===== src/rtl/bw_pkg.sv =====
package bw_pkg;
  typedef enum logic {
    OP_AND = 1'b0,
    OP_XOR = 1'b1
  } bw_op_e;
endpackage


===== src/rtl/bw_row_ctrl.sv =====
module bw_row_ctrl #(
  parameter int ROWS = 8
) (
  input  logic clk_i,
  input  logic rst_ni,
  input  logic start_i,
  output logic accept_o,
  output logic step_o,
  output logic vld_o,
  output logic k0_o,
  output logic k1_o,
  output logic last_o
);
  localparam int CNT_W = (ROWS > 1) ? $clog2(ROWS) : 1;
  localparam logic [CNT_W-1:0] LAST_ROW = CNT_W'(ROWS - 1);

  logic             busy_q;
  logic [CNT_W-1:0] row_q;
  logic             last;

  assign last     = busy_q && (row_q == LAST_ROW);
  assign accept_o = start_i && (!busy_q || last);
  assign step_o   = busy_q && !last;
  assign vld_o    = busy_q;
  assign k0_o     = busy_q && (row_q == '0);
  assign k1_o     = step_o;
  assign last_o   = last;

  always_ff @(posedge clk_i or negedge rst_ni) begin
    if (!rst_ni) begin
      busy_q <= 1'b0;
      row_q  <= '0;
    end else if (accept_o) begin
      busy_q <= 1'b1;
      row_q  <= '0;
    end else if (step_o) begin
      row_q  <= row_q + 1'b1;
    end else if (last) begin
      busy_q <= 1'b0;
    end
  end


  mid_start_ignored_chk: assert property (@(posedge clk_i) disable iff (!rst_ni)
    (step_o && start_i) |=> (row_q == $past(row_q) + 1'b1));
endmodule


===== src/rtl/bw_limb_op.sv =====
module bw_limb_op
  import bw_pkg::*;
#(
  parameter int LIMB_W = 4
) (
  input  logic [LIMB_W-1:0] a_i,
  input  logic [LIMB_W-1:0] b_i,
  input  bw_op_e            op_i,
  output logic [LIMB_W-1:0] res_o
);
  for (genvar i = 0; i < LIMB_W; i++) begin : g_bit
    assign res_o[i] = (op_i == OP_XOR) ? (a_i[i] ^ b_i[i]) : (a_i[i] & b_i[i]);
  end
endmodule


===== src/rtl/bw_nibble_unit.sv =====
module bw_nibble_unit
  import bw_pkg::*;
#(
  parameter int DATA_W = 32,
  parameter int LIMB_W = 4
) (
  input  logic              clk_i,
  input  logic              rst_ni,
  input  logic              start_i,
  input  logic              sel_i,
  input  logic [DATA_W-1:0] a_i,
  input  logic [DATA_W-1:0] b_i,
  output logic              row_vld_o,
  output logic              k0_o,
  output logic              k1_o,
  output logic [DATA_W-1:0] a_acc_o,
  output logic [DATA_W-1:0] b_acc_o,
  output logic [LIMB_W-1:0] a_bits_o,
  output logic [LIMB_W-1:0] b_bits_o,
  output logic [DATA_W-1:0] zp_o,
  output logic [DATA_W-1:0] z_o,
  output logic              done_o
);
  localparam int ROWS = DATA_W / LIMB_W;
  localparam int HI_W = DATA_W - LIMB_W;

  logic accept, step;

  bw_row_ctrl #(.ROWS(ROWS)) u_ctrl (
    .clk_i   (clk_i),
    .rst_ni  (rst_ni),
    .start_i (start_i),
    .accept_o(accept),
    .step_o  (step),
    .vld_o   (row_vld_o),
    .k0_o    (k0_o),
    .k1_o    (k1_o),
    .last_o  (done_o)
  );

  bw_op_e            sel_q, op_cur;
  logic [DATA_W-1:0] a_src_q, b_src_q;
  logic [DATA_W-1:0] a_acc_q, b_acc_q, zp_q, z_q;
  logic [LIMB_W-1:0] a_bits_q, b_bits_q;
  logic [LIMB_W-1:0] a_limb, b_limb, limb_res;

  // limb source: fresh operand on accept, else remaining shifted bits
  assign a_limb = accept ? a_i[DATA_W-1 -: LIMB_W] : a_src_q[DATA_W-1 -: LIMB_W];
  assign b_limb = accept ? b_i[DATA_W-1 -: LIMB_W] : b_src_q[DATA_W-1 -: LIMB_W];
  assign op_cur = accept ? bw_op_e'(sel_i) : sel_q;

  bw_limb_op #(.LIMB_W(LIMB_W)) u_op (
    .a_i  (a_limb),
    .b_i  (b_limb),
    .op_i (op_cur),
    .res_o(limb_res)
  );

  always_ff @(posedge clk_i or negedge rst_ni) begin
    if (!rst_ni) begin
      sel_q    <= OP_AND;
      a_src_q  <= '0;
      b_src_q  <= '0;
      a_acc_q  <= '0;
      b_acc_q  <= '0;
      a_bits_q <= '0;
      b_bits_q <= '0;
      zp_q     <= '0;
      z_q      <= '0;
    end else if (accept) begin
      sel_q    <= bw_op_e'(sel_i);
      a_src_q  <= a_i << LIMB_W;
      b_src_q  <= b_i << LIMB_W;
      a_acc_q  <= {{HI_W{1'b0}}, a_limb};
      b_acc_q  <= {{HI_W{1'b0}}, b_limb};
      a_bits_q <= a_limb;
      b_bits_q <= b_limb;
      zp_q     <= '0;
      z_q      <= {{HI_W{1'b0}}, limb_res};
    end else if (step) begin
      a_src_q  <= a_src_q << LIMB_W;
      b_src_q  <= b_src_q << LIMB_W;
      a_acc_q  <= {a_acc_q[HI_W-1:0], a_limb};
      b_acc_q  <= {b_acc_q[HI_W-1:0], b_limb};
      a_bits_q <= a_limb;
      b_bits_q <= b_limb;
      zp_q     <= z_q;
      z_q      <= {z_q[HI_W-1:0], limb_res};
    end
  end

  assign a_acc_o  = a_acc_q;
  assign b_acc_o  = b_acc_q;
  assign a_bits_o = a_bits_q;
  assign b_bits_o = b_bits_q;
  assign zp_o     = zp_q;
  assign z_o      = z_q;


  zp_first_chk: assert property (@(posedge clk_i) disable iff (!rst_ni)
    k0_o |-> (zp_o == '0));

  zp_follow_chk: assert property (@(posedge clk_i) disable iff (!rst_ni)
    k1_o |=> (zp_o == $past(z_o)));

  acc_grow_chk: assert property (@(posedge clk_i) disable iff (!rst_ni)
    k1_o |=> ((a_acc_o >> LIMB_W) == $past(a_acc_o)) && (a_acc_o[LIMB_W-1:0] == a_bits_o));

  sel_hold_chk: assert property (@(posedge clk_i) disable iff (!rst_ni)
    k1_o |=> (sel_q == $past(sel_q)));

  done_last_chk: assert property (@(posedge clk_i) disable iff (!rst_ni)
    done_o |-> (row_vld_o && !k1_o));

  idle_after_done_chk: assert property (@(posedge clk_i) disable iff (!rst_ni)
    (done_o && !start_i) |=> (!row_vld_o && (z_o == $past(z_o))));
endmodule


===== config.mk =====
export PLATFORM = sky130hd
export DESIGN_NAME = bw_nibble_unit
export DESIGN_NICKNAME = d
export VERILOG_FILES = /design/src/rtl/bw_pkg.sv /design/src/rtl/bw_row_ctrl.sv /design/src/rtl/bw_limb_op.sv /design/src/rtl/bw_nibble_unit.sv
export SDC_FILE = /design/constraint.sdc
export NUM_CORES = 1
export LEC_CHECK = 0
export BUFFER_PORTS_ARGS = -buffer_cell sky130_fd_sc_hd__buf_2
export CORE_MARGIN = 2
export CORE_UTILIZATION = 45
export DETAILED_ROUTE_END_ITERATION = 6
export PLACE_DENSITY = 0.84
export SYNTH_ARGS = -nofsm -noshare
export SYNTH_HDL_FRONTEND = slang
export SYNTH_HIERARCHICAL = 1
export SYNTH_SLANG_ARGS = --single-unit

===== constraint.sdc =====
create_clock -name clk_i -period 2.45 [get_ports clk_i]
set_clock_uncertainty 0.1 [all_clocks]
set_input_delay 0.735 -clock clk_i [delete_from_list [all_inputs] [get_ports clk_i]]
set_output_delay 0.735 -clock clk_i [all_outputs]
set_load 0.01 [all_outputs]

==> After elaboration in Yosys (flattened, before gate mapping) <==
Index checks and enable logic that the tools add are counted.
{ "totals": {"reg_bits": 205, "out_inout_bits": 140, "word_cells": 61} }
{ "op_classes": {"n_addsub": 1, "n_eq_ne": 2, "n_mux": 28, "bitwise_logic": 8, "n_reduce_logical": 11} }
{ "ops": {"columns": ["cell", "n"], "rows": [
  ["two-way mux 32 bit", 12],
  ["two-way mux 4 bit", 6],
  ["two-way mux 1 bit", 8],
  ["two-way mux 3 bit", 2],
  ["bitwise AND 1 bit", 4],
  ["logical AND 1 bit", 4],
  ["nonzero test 2 bit", 2],
  ["XOR 1 bit", 4],
  ["adder 3 x 1 -> 3 bit (second input constant)", 1],
  ["== test 3 bit (second input constant)", 1],
  ["zero test 3 bit", 1],
  ["zero test 1 bit", 2],
  ["!= test 2 x 1 -> 1 bit (second input constant)", 1],
  ["AND reduction 2 bit", 1],
  ["logical OR 1 bit", 1]
]} }

==> Longest topological paths before layout <==
{ "depth": {"depth_word": 9, "ltp_mapped": 12, "ltp_nobuf": 9} }

==> Cells and area by module <==
The synthesis kept the hierarchy.
{ "modules_own_cells": {"columns": ["module", "instances", "cells_each", "area_each_um2", "seq_area_each_um2"], "rows": [
  ["bw_nibble_unit", 1, 625, 7084.3, 3928.8],
  ["bw_row_ctrl", 1, 23, 259.0, 100.1],
  ["bw_limb_op", 1, 8, 95.1, 0.0]
]} }

==> Least setup slack after synthesis <==
No wires, ideal clock.
{ "synth_path": {"kind": "register to register", "from": "reg u_ctrl.row_q[0]", "to": "reg z_q[0], in the netlist z_o[0]", "arrival_ps": 2488, "required_time_ps": 2225, "path_slack_ps": -262, "stages_incl_launch_ff": 13, "synth_period_minus_slack_ps": 2712, "cell_sequence": "dfrtp_1 -> ha_1 -> ha_1 -> nand2b_4 -> and2_2 -> buf_2 -> buf_2 -> buf_2 -> nand2_1 -> o21ai_0 -> ha_1 -> mux2_2 -> mux2_2"} }
{ "synth_via": {"elab_chain_len": 9} }
{ "synth_lines": {"columns": ["item", "line", "source"], "rows": [
  ["start: declaration", "bw_row_ctrl.sv:18", "logic [CNT_W-1:0] row_q;"],
  ["start signal: assignment", "bw_row_ctrl.sv:37", "row_q <= row_q + 1'b1;"],
  ["== test 3 bit *", "bw_row_ctrl.sv:21", "assign last = busy_q && (row_q == LAST_ROW);"],
  ["logical AND 1 bit *", "bw_row_ctrl.sv:21", null],
  ["logical OR 1 bit *", "bw_row_ctrl.sv:22", "assign accept_o = start_i && (!busy_q || last);"],
  ["logical AND 1 bit *", "bw_row_ctrl.sv:22", null],
  ["via accept", "bw_nibble_unit.sv:27", "logic accept, step;"],
  ["two-way mux 4 bit *", "bw_nibble_unit.sv:48", "assign a_limb = accept ? a_i[DATA_W-1 -: LIMB_W] : a_src_q[DATA_W-1 -: LIMB_W];"],
  ["via a_limb[0]", "bw_nibble_unit.sv:45", "logic [LIMB_W-1:0] a_limb, b_limb, limb_res;"],
  ["bitwise AND 1 bit or XOR 1 bit (tied branches)", "bw_limb_op.sv:12", "assign res_o[i] = (op_i == OP_XOR) ? (a_i[i] ^ b_i[i]) : (a_i[i] & b_i[i]);"],
  ["two-way mux 1 bit *", "bw_limb_op.sv:12", null],
  ["via limb_res[0]", "bw_nibble_unit.sv:45", null],
  ["two-way mux 32 bit", "bw_nibble_unit.sv:80", "end else if (step) begin"],
  ["two-way mux 32 bit *", "bw_nibble_unit.sv:70", "end else if (accept) begin"],
  ["end signal: assignment", "bw_nibble_unit.sv:79", "z_q <= {{HI_W{1'b0}}, limb_res};"],
  ["end signal: assignment", "bw_nibble_unit.sv:88", "z_q <= {z_q[HI_W-1:0], limb_res};"],
  ["end: declaration", "bw_nibble_unit.sv:43", "logic [DATA_W-1:0] a_acc_q, b_acc_q, zp_q, z_q;"]
]} }
Mark *: on every way through the listed nets, which the timed path passes. The rest lies on a longest branch. The select of a mux whose other input is x is not followed.
A chain may end at the register's enable or synchronous reset.

==> Final worst setup path <==
{ "layout_path": {"from": "reg u_ctrl.row_q[0]", "to": "out k1_o"} }
{ "layout_via": {"elab_chain_len": 4} }
{ "layout_lines": {"columns": ["item", "line", "source"], "rows": [
  ["== test 3 bit", "bw_row_ctrl.sv:21", null],
  ["logical AND 1 bit", "bw_row_ctrl.sv:21", null],
  ["zero test 1 bit", "bw_row_ctrl.sv:23", "assign step_o = busy_q && !last;"],
  ["logical AND 1 bit", "bw_row_ctrl.sv:23", null],
  ["end: declaration", "bw_nibble_unit.sv:15", "output logic k1_o,"]
]} }
No other way between the ends.

==> results by stage <==
Power:
- The largest vdd supply drop is 565.7 uV.
- The internal power is 7.616 mW.
- The share of total power dissipated in sequential elements is 0.372.
- The total power draw is 12.24 mW.
- The share of total power dissipated in the clock network is 0.221.
- The cell area power density is 1359 mW/mm^2.
- The leakage power summed over all cells is 5.401 nW.
- Of the total power, combinational logic draws 0.407.
- The net load switching power is 4.626 mW.
- The net switching share of the total power is 0.3779.

Synthesis:
- During synthesis, Yosys emitted a total of 6 warnings.
- For this run, the register share of the synthesized area comes to 0.5416.
- The most frequently used flop master after synthesis is sky130_fd_sc_hd__dfrtp_1.
- The number of nets in the synthesized netlist is around 730.
- In this run, distinct cell masters in the synthesized netlist total 19.
- The cell area that synthesis handed to floorplanning was between 0.007 and 0.008 sq mm.
- Yosys mapped a number of flops with a built-in enable equal to 0.
- Synthesis produced a netlist whose cell count is approximately 660.
- The async set-or-reset flop fraction in the synthesized netlist is 1.000.
- The number of register bits inferred by synthesis is 161.
- A synthesized cell averages ~11 sq um.

Setup path:
- STA classifies the critical path endpoint as an output pin.
- The startpoint type of the worst setup path is a flop.
- For the worst setup path, the data arrival time is 1.57 ns.
- At the worst endpoint, the required time is about 1.6 ns.
- The peak fanout along the critical path is 4.
- The register-to-register path setup slack is 0.09 ns.
- By startpoint and endpoint, the worst setup path is classified as flop to output pin.

Cells and area:
- The repair_antennas step left the layout with diodes totalling 0.
- Once layout is complete, the cells apart from fillers number roughly 1,100.
- At the end of the flow the core is filled with cells to 0.5512.
- In the final layout, the share of cells above drive strength 1 is 0.3377.
- The final layout contains 900 nets.
- The area added between synthesis and finish is 21.14%.
- Summing all non-filler instances in the final layout gives an area of 0.009011 sq mm.

Route:
- The number of nets still failing antenna checks after routing is 0.
- The via count is 5,145.
- The first detailed-routing pass took 4 iterations.
- The DRC violation count after routing is 0.
- The via count normalized by instance count is 4.863.
- In this run, the number of DRC markers left after iteration 0 of detailed routing was around 250.
- In the final routed layout, each cell accounts on average for 14.73 microns.
- For this block, the routed nets add up to 15.58 mm of wire.

STA:
- For the final routed database, the setup TNS stands at 0 ns.
- The hold violation count in the final report is 0.
- The worst relative slew slack is 0.6105.
- Hold timing on the final database bottoms out at a slack of 0.1268 ns.
- The clock period could shrink to 2.404 ns.
- The final count of pins violating max slew is 0.
- After layout, the worst setup slack is 0.04553 ns.
- The count of final setup violators is 0.
- Of the available clock period, the critical path in the final layout requires 0.9814.
- Timing would allow up to 415.9 MHz.
- At the pin with the least slew margin, the transition time is approximately 0.58 ns.

CTS:
- Counting the buffers created by CTS gives 17.
- CTS saw approximately 160 sinks.
- TritonCTS built the clock tree.
- The root buffer cell is sky130_fd_sc_hd__clkbuf_16.
- Hold repair after CTS inserted 0 buffers.
- The maximum buffer depth of the clock tree is 2.
- The clock latency on the worst-skew pair is 0.42 ns.
- The H-tree was split into 4 levels.
- The clock-pin slew on the worst setup and hold paths is approximately 0.070 ns.

Global routing:
- The aggregate global-route resource usage is 0.1774.
- Entering global routing, the biggest net connects 141 pins.
- The number of global-route vias before repair is 4,810.
- After global routing the overflow that remains totals 0.
- The number of antenna violations at the first check in global routing is 1.
- The first global-routing pass estimated 24.87 mm of wire.

Place:
- Buffers placed on the I/O ports in this run total 207.
- The weighted congestion at the end of routability-driven global placement is just over 0.8.
- In this run, placement finished with an instance count of 1,018.
- The placed standard-cell area is 0.008307 sq mm.
- Timing analysis after detailed placement gives a worst setup slack of 0.03372 ns.
- Detailed placement finished with a half-perimeter wire length of around 11 mm.

Floorplan:
- The die covers ~0.018 sq mm.
- The vertical die dimension is 132.6 microns.
- The floorplan has 47 rows.
- The core area is 0.01635 sq mm.
- The initial utilization of the core area, before any placement, comes to 0.4550.
- Pin placement for this block handled 208 I/O pins.
- The die is between 100 and 150 microns wide.

Outcome:
- The flow ran to the end, and the final reports show no timing, DRC or antenna violations.

Job:
- The reported max-cap violation count is 0.

Worst hold path:
- The path class of the tightest hold or removal check is input pin to async pin.
==> worst max-delay path, stage by stage, from the launching register on <==
cell                       delay [ns]
sky130_fd_sc_hd__dfrtp_1         0.38
sky130_fd_sc_hd__ha_2            0.20
sky130_fd_sc_hd__ha_4            0.16
sky130_fd_sc_hd__nand2b_4        0.14
sky130_fd_sc_hd__buf_8           0.14
sky130_fd_sc_hd__inv_12          0.04
sky130_fd_sc_hd__buf_6           0.08
==> synth_stat cells, types with 5 or more instances <==
library cell                 n  share of area
sky130_fd_sc_hd__dfrtp_1   161           0.54
sky130_fd_sc_hd__buf_4      40          0.040
sky130_fd_sc_hd__inv_1      11         0.0056
sky130_fd_sc_hd__o21ai_0    72          0.048
sky130_fd_sc_hd__clkbuf_1    9         0.0045
sky130_fd_sc_hd__ha_1        7          0.012
sky130_fd_sc_hd__mux2_2      9          0.014
sky130_fd_sc_hd__nand2b_1    9         0.0076
sky130_fd_sc_hd__nor2_1     90          0.045
sky130_fd_sc_hd__buf_12      9          0.024
sky130_fd_sc_hd__buf_6       5         0.0076
sky130_fd_sc_hd__nand2_1    65          0.033
sky130_fd_sc_hd__mux2i_1   145           0.20
sky130_fd_sc_hd__buf_2      16          0.011
==> repair_timing <==
action,4_1_cts,5_1_grt
pin swaps,0,1
setup endpoints to repair,1,4
cloned,0,0
gates resized for setup,2,6
setup buffers,3,5
==> final cells by class <==
class / count / area (sq um)
clock buffers: 18 / 439.2
fillers: 1407 / 7337
multi-input cells: 405 / 2746
flip-flops and latches: 161 / 4029
clock inverters: 14 / 171.4
repair buffers: 229 / 1296
well taps: 220 / 275.3
inverters: 11 / 53.80
==> power groups by stage <==
| stage | combinational, mW | sequential, mW | clock (mW) |
|---|---|---|---|
| 2_1_floorplan | 3.67 | 4.68 | 0 |
| 3_3_place_gp | 4.71 | 4.56 | 0 |
| 3_5_place_dp | 4.87 | 4.59 | 0 |
| 4_1_cts | 4.93 | 4.55 | 2.75 |
| 5_1_grt | 5.46 | 4.69 | 2.88 |
| 6_report | 4.99 | 4.55 | 2.70 |
==> flip-flops by register name, summed over array words and instances, names as in the netlist <==
signal / flops
u_ctrl/vld_o: 1
sel_q: 1
u_ctrl/row_q: 3
b_src_q: 28
a_acc_o: 32
zp_o: 32
z_o: 4
a_src_q: 28
b_acc_o: 32
==> final timing paths <==
kind / startpoint / end / cells past startpoint
worst max-delay path: u_ctrl/row_q[0] / k1_o / 6
worst min-delay path: rst_ni / b_acc_o[21] / 1
worst max register to register: u_ctrl/row_q[0] / zp_o[20] / 9
worst min register to register: b_acc_o[31] / b_acc_o[31] / 2
max in group asynchronous: rst_ni / zp_o[12] / 2
min in group clk_i: a_i[18] / a_src_q[22] / 3
==> metal layers <==
| metal | wire length, microns | global-route usage | up-vias |
|---|---|---|---|
| met5 | 13 | 0 | - |
| met4 | 249 | 0.06033 | 2 |
| met3 | 791 | 0.04483 | 22 |
| met2 | 7251 | 0.2746 | 152 |
| met1 | 7276 | 0.2448 | 2472 |
| li1 | - | - | 2497 |
==> placed cells by master, fill, tap and decap left out, types with 2 or more instances in the layout <==
| cell | instances |
|---|---|
| sky130_fd_sc_hd__o21ai_1 | 7 |
| sky130_fd_sc_hd__mux2_2 | 9 |
| sky130_fd_sc_hd__ha_1 | 5 |
| sky130_fd_sc_hd__nand2_2 | 5 |
| sky130_fd_sc_hd__nor2_1 | 90 |
| sky130_fd_sc_hd__clkinv_4 | 3 |
| sky130_fd_sc_hd__buf_4 | 15 |
| sky130_fd_sc_hd__o21ai_0 | 65 |
| sky130_fd_sc_hd__nor2b_1 | 2 |
| sky130_fd_sc_hd__mux2i_1 | 145 |
| sky130_fd_sc_hd__nand2_1 | 60 |
| sky130_fd_sc_hd__dfrtp_1 | 161 |
| sky130_fd_sc_hd__clkinvlp_4 | 3 |
| sky130_fd_sc_hd__clkbuf_16 | 17 |
| sky130_fd_sc_hd__inv_1 | 10 |
| sky130_fd_sc_hd__bufinv_16 | 2 |
| sky130_fd_sc_hd__buf_6 | 2 |
| sky130_fd_sc_hd__buf_2 | 205 |
| sky130_fd_sc_hd__mux2_4 | 2 |
| sky130_fd_sc_hd__buf_12 | 6 |
| sky130_fd_sc_hd__inv_6 | 4 |
| sky130_fd_sc_hd__nand2b_1 | 9 |
==> cell families after synthesis <==
logic type,Yosys count,synth area share
buffers and inverters,90,0.09302
adders and majority gates,7,0.01177
and+or+nand+nor,170,0.09234
DFF,161,0.5416
AOI/OAI and AO/OA,72,0.04844
muxes,156,0.2128
Note: power is estimated with default switching activity, not from simulation.
